==> config.mk <==
export PLATFORM = sky130hd
export DESIGN_NAME = acc_core
export DESIGN_NICKNAME = d
export VERILOG_FILES = /design/src/rtl/acc_pkg.sv /design/src/rtl/acc_decode.sv /design/src/rtl/acc_alu.sv /design/src/rtl/acc_core.sv
export SDC_FILE = /design/constraint.sdc
export NUM_CORES = 1
export LEC_CHECK = 0
export BUFFER_PORTS_ARGS = -buffer_cell sky130_fd_sc_hd__buf_2
export CORE_UTILIZATION = 58
export DETAILED_ROUTE_END_ITERATION = 16
export PLACE_DENSITY_LB_ADDON = 0.2
export SYNTH_ARGS = -nofsm -noshare
export SYNTH_HDL_FRONTEND = slang
export SYNTH_SLANG_ARGS = --single-unit
==> constraint.sdc <==
create_clock -name clk -period 2.7 [get_ports clk]
set_input_delay 0.135 -clock clk [delete_from_list [all_inputs] [get_ports clk]]
set_output_delay 0.135 -clock clk [all_outputs]
set_load 0.02 [all_outputs]
==> src/rtl/acc_pkg.sv <==
package acc_pkg;

    parameter int WORD_W = 16;
    parameter int OPC_W  = 4;
    parameter int ADR_W  = WORD_W - OPC_W;

    // operation codes carried in the top field of an instruction word
    parameter logic [OPC_W-1:0] OPC_LOAD  = 4'd1;
    parameter logic [OPC_W-1:0] OPC_STORE = 4'd2;
    parameter logic [OPC_W-1:0] OPC_ADD   = 4'd5;

    typedef enum logic [1:0] {
        K_STOP  = 2'd0,
        K_LOAD  = 2'd1,
        K_STORE = 2'd2,
        K_ADD   = 2'd3
    } op_kind_e;

    typedef enum logic [3:0] {
        ST_FETCH_SET  = 4'd0,
        ST_FETCH_RD   = 4'd1,
        ST_FETCH_WAIT = 4'd2,
        ST_FETCH_IR   = 4'd3,
        ST_DECODE     = 4'd4,
        ST_OPND_RD    = 4'd5,
        ST_OPND_WAIT  = 4'd6,
        ST_EXEC       = 4'd7,
        ST_STORE_WR   = 4'd8,
        ST_STOP       = 4'd9
    } core_state_e;

endpackage

==> src/rtl/acc_decode.sv <==
module acc_decode
    import acc_pkg::*;
#(
    parameter int OP_W = acc_pkg::OPC_W
) (
    input  logic [OP_W-1:0] opcode,
    output op_kind_e        kind
);
    always_comb begin
        if (opcode == OPC_LOAD)       kind = K_LOAD;
        else if (opcode == OPC_STORE) kind = K_STORE;
        else if (opcode == OPC_ADD)   kind = K_ADD;
        else                          kind = K_STOP;
    end
endmodule

==> src/rtl/acc_alu.sv <==
module acc_alu
    import acc_pkg::*;
#(
    parameter int DATA_W = acc_pkg::WORD_W
) (
    input  op_kind_e          kind,
    input  logic [DATA_W-1:0] acc,
    input  logic [DATA_W-1:0] operand,
    output logic [DATA_W-1:0] result
);
    always_comb begin
        case (kind)
            K_LOAD:  result = operand;
            K_ADD:   result = acc + operand;   // wraps, carry discarded
            default: result = acc;
        endcase
    end
endmodule

==> src/rtl/acc_core.sv <==
module acc_core
    import acc_pkg::*;
#(
    parameter int DATA_W = acc_pkg::WORD_W,
    parameter int OP_W   = acc_pkg::OPC_W,
    localparam int ADDR_W = DATA_W - OP_W
) (
    input  logic              clk,
    input  logic              rst_n,
    output logic [ADDR_W-1:0] mem_addr,
    output logic              mem_re,
    output logic              mem_we,
    output logic [DATA_W-1:0] mem_wdata,
    input  logic [DATA_W-1:0] mem_rdata,
    output logic [DATA_W-1:0] acc_out,
    output logic              halted
);

    typedef struct packed {
        core_state_e       state;
        logic [ADDR_W-1:0] pc;
        logic [DATA_W-1:0] ir;
        logic [DATA_W-1:0] acc;
        logic [ADDR_W-1:0] mar;
        logic [DATA_W-1:0] mbr;
    } core_regs_t;

    core_regs_t r_q, r_d;

    op_kind_e          kind;
    logic [DATA_W-1:0] alu_res;
    logic [ADDR_W-1:0] ir_addr;

    assign ir_addr = r_q.ir[ADDR_W-1:0];

    acc_decode #(.OP_W(OP_W)) u_dec (
        .opcode (r_q.ir[DATA_W-1:ADDR_W]),
        .kind   (kind)
    );

    acc_alu #(.DATA_W(DATA_W)) u_alu (
        .kind    (kind),
        .acc     (r_q.acc),
        .operand (r_q.mbr),
        .result  (alu_res)
    );

    always_comb begin
        r_d = r_q;
        case (r_q.state)
            ST_FETCH_SET: begin
                r_d.mar   = r_q.pc;
                r_d.state = ST_FETCH_RD;
            end
            ST_FETCH_RD: begin
                r_d.state = ST_FETCH_WAIT;
            end
            ST_FETCH_WAIT: begin
                r_d.mbr   = mem_rdata;
                r_d.state = ST_FETCH_IR;
            end
            ST_FETCH_IR: begin
                r_d.ir    = r_q.mbr;
                r_d.pc    = r_q.pc + 1'b1;
                r_d.state = ST_DECODE;
            end
            ST_DECODE: begin
                r_d.mar = ir_addr;
                case (kind)
                    K_LOAD, K_ADD: r_d.state = ST_OPND_RD;
                    K_STORE: begin
                        r_d.mbr   = r_q.acc;
                        r_d.state = ST_STORE_WR;
                    end
                    default: r_d.state = ST_STOP;
                endcase
            end
            ST_OPND_RD: begin
                r_d.state = ST_OPND_WAIT;
            end
            ST_OPND_WAIT: begin
                r_d.mbr   = mem_rdata;
                r_d.state = ST_EXEC;
            end
            ST_EXEC: begin
                r_d.acc   = alu_res;
                r_d.state = ST_FETCH_SET;
            end
            ST_STORE_WR: begin
                r_d.state = ST_FETCH_SET;
            end
            default: begin
                r_d.state = ST_STOP;
            end
        endcase
    end

    always_ff @(posedge clk) begin
        if (!rst_n) begin
            r_q.state <= ST_FETCH_SET;
            r_q.pc    <= '0;
            r_q.ir    <= '0;
            r_q.acc   <= '0;
            r_q.mar   <= '0;
            r_q.mbr   <= '0;
        end else begin
            r_q <= r_d;
        end
    end

    assign mem_addr  = r_q.mar;
    assign mem_re    = (r_q.state == ST_FETCH_RD) || (r_q.state == ST_OPND_RD);
    assign mem_we    = (r_q.state == ST_STORE_WR);
    assign mem_wdata = r_q.mbr;
    assign acc_out   = r_q.acc;
    assign halted    = (r_q.state == ST_STOP);

endmodule

==> metrics.txt <==
RD Place Congestion 0.820; Top-Level Pins 65; Worst Hold Launch mem_rdata[3]; syn_area_per_cell between 8 and 9 µm²; post-route ant nets 0; # Max-Cap Violations 0; Slew Viols, Final 0; hold worst-path end mem_wdata[3]$_SDFFE_PN0P_; Clock Sinks 76; Lkg Pwr 2.29 nW; vias in the first global route 3328; RSZ-0062 raised after global routing no; Hold WS 0.108 ns; IO buf count 64; H-tree depth 3; CP max stage cell fa_1; Syn. warnings 0; DRT iter0 DRCs 180; crit-path max FO 5; Worst R2R Setup Slack 0.27 ns; Final min period 2.43 ns; Initial Util 61.4%; Critical Path, Cell by Cell ha_1 -> fa_1 -> a211oi_2 -> o21bai_1 -> a21o_1 -> a221o_1 -> mux2i_1 -> a31oi_1; Yosys cell types 57; total routed wirelength slightly below 10000 µm; outcome completed; reg2reg path depth 8; routed len/inst between 15 and 20 µm; share of layout cells above drive strength 1 19.0%; clk_lat worst skew 0.37 ns; Rel. slew slack 48.0%; non-filler instance count after layout 640; drt drc 0; largest net degree at the start of global routing 44; commonest non-fill, non-tap cell in the layout nand2_1; Die Y 90.6 µm; commonest non-fill, non-tap cells in the layout nand2_1, dfxtp_1, buf_2; total gr overflow 0; Fillers 649; maximum vdd drop approximately 0.29 mV; Die W 90.6 µm; ys async rst share 0%; Reg-to-Reg Start mem_wdata[0]$_SDFFE_PN0P_; All-Layer GR Usage between 20% and 30%; cts repair resizes 0; CP Class flip-flop to flip-flop; initial antenna violation count 0; Worst Path Required between 2 and 3 ns; syn_nets between 500 and 600; CP max stage delay 0.45 ns; fin nets 571; ANT cells 0; EDFF count, synth 0; CP Capture Type flip-flop; TritonCTS clock tree done; synthesized flop and latch total 76; Hold Path Class input pin to flip-flop; Post-DP HPWL 6870 µm; Hold Violations, Final 0; setup repair bufs after CTS 0; row count 31; register area share after synthesis 33.5%; die area 8200 µm²; Final Skew 0.0104 ns; crit start category flip-flop; Syn Inst Count roughly 530; Worst Hold Depth 4; # hold bufs at CTS 0; Synth Flop Type dfxtp_1; placed cells 624; clk root buf clkbuf_8; CTS clk-pin slew, worst paths ~0.090 ns; CORE AREA approximately 7400 µm²; first-pass GRT wire length 16300 µm; FF-to-FF End acc_out[14]$_SDFFE_PN0P_; Max Buffers Root-to-Sink 2; Final setup viols 0; Mapped Area 4550 µm²; Slew @ Worst Pin 0.781 ns; setup TNS 0 ns; Power Density 613 nW/µm²; post-route clock period utilization about 90%; DR pass1 iterations 4; Max Fclk 0.412 GHz; P&R area growth vs syn 5.91%; routed vias around 3.7k; total clock buffers created by CTS 9; crit path DAT 2.67 ns; drt via density about 5.7
-- worst max-delay path, delay by kind of cell, from the launching register on --
family	cells	cell delay [ns]
adders and majority gates	2	0.71
DFF	1	0.36
AOI/OAI and AO/OA	5	1.07
muxes	1	0.16
-- registers in the layout, indices dropped and copies added, names as in the netlist --
name / flops
r_q: 20
mem_wdata: 16
mem_addr: 12
acc_out: 16
ir_addr: 12
-- synthesized netlist by cell type (2+ instances only) --
cell type / instances / share of area (%)
xnor2_1: 15 / 2.9
nand2_1: 97 / 8.0
o21ai_0: 20 / 2.2
a211oi_2: 3 / 0.83
buf_2: 13 / 1.4
o21bai_1: 2 / 0.33
ha_1: 16 / 4.4
and3_1: 2 / 0.28
and2_1: 11 / 1.5
o22ai_1: 2 / 0.28
nand2b_1: 4 / 0.55
nand4_1: 4 / 0.55
buf_6: 4 / 0.99
a21boi_0: 19 / 3.1
dfxtp_1: 76 / 33
nand3_1: 9 / 0.99
clkbuf_1: 11 / 0.91
o211ai_1: 10 / 1.7
a21oi_1: 19 / 2.1
xor2_1: 4 / 0.77
nor3_1: 10 / 1.1
a31oi_1: 6 / 0.83
nor2b_1: 4 / 0.55
a21o_1: 4 / 0.66
nor2_1: 16 / 1.3
or3_1: 5 / 0.69
buf_4: 46 / 7.6
a211oi_1: 5 / 0.83
inv_1: 3 / 0.25
mux2i_1: 29 / 6.4
o211a_1: 32 / 7.0
-- area by class of cell --
cell class / count / area, µm² / share of cell area [%]
Clock buffer: 9 / 124 / 2.57
Clock inverter: 7 / 121 / 2.52
Inverter: 3 / 11.3 / 0.234
Multi-Input combinational cell: 373 / 2530 / 52.5
Sequential cell: 76 / 1520 / 31.6
Tap cell: 99 / 124 / 2.57
Timing Repair Buffer: 73 / 388 / 8.05
-- cells by family after synthesis --
logic type	share of synthesized area [%]
flip-flops	33.5
adder cells (fa/ha/maj)	4.84
buffers and inverters	11.3
AND/OR/NAND/NOR	17.5
AO/OA/AOI/OAI	22.9
XOR/XNOR	3.66
multiplexers	6.38
-- routing by layer --
metal	track usage, %	vias to the layer above	share of wire [%]
met2	41.4	98	47
met4	10.1	0	1.6
met1	32.5	1701	46
met5	0	-	0
met3	2.69	11	5.4
li1	-	1847	-
-- stage by stage --
| stage | power (W) | setup WS [ns] | util (%) | instance area [µm²] |
|---|---|---|---|---|
| floorplan | 0.00182 | 0.461 | - | 4550 |
| global placement | 0.00188 | 0.368 | 61.7 | 4570 |
| detailed placement | 0.00189 | 0.326 | 61.7 | 4570 |
| CTS | 0.00297 | 0.293 | 65.0 | 4820 |
| global route | 0.00307 | 0.119 | 65.0 | 4820 |
| finish | 0.00295 | 0.272 | 65.0 | 4820 |
-- power by group --
part / internal [W] / switching [W]
clock network: 0.000620 / 0.000464
logic: 0.000224 / 0.000342
registers: 0.00120 / 0.000101
-- worst max-delay path by stage --
| stage | startpoint | to | slack [ns] | cells past startpoint |
|---|---|---|---|---|
| 2_1_floorplan | mem_wdata[0]$_SDFFE_PN0P_ | acc_out[14]$_SDFFE_PN0P_ | 0.46 | 8 |
| 3_3_place_gp | mem_wdata[0]$_SDFFE_PN0P_ | acc_out[14]$_SDFFE_PN0P_ | 0.37 | 8 |
| 3_5_place_dp | mem_wdata[0]$_SDFFE_PN0P_ | acc_out[14]$_SDFFE_PN0P_ | 0.33 | 8 |
| 4_1_cts | mem_wdata[0]$_SDFFE_PN0P_ | acc_out[14]$_SDFFE_PN0P_ | 0.29 | 8 |
| 5_1_grt | mem_wdata[0]$_SDFFE_PN0P_ | acc_out[14]$_SDFFE_PN0P_ | 0.12 | 8 |
| 6_report | mem_wdata[0]$_SDFFE_PN0P_ | acc_out[14]$_SDFFE_PN0P_ | 0.27 | 8 |
No activity file was read; power rests on OpenSTA's default activity.
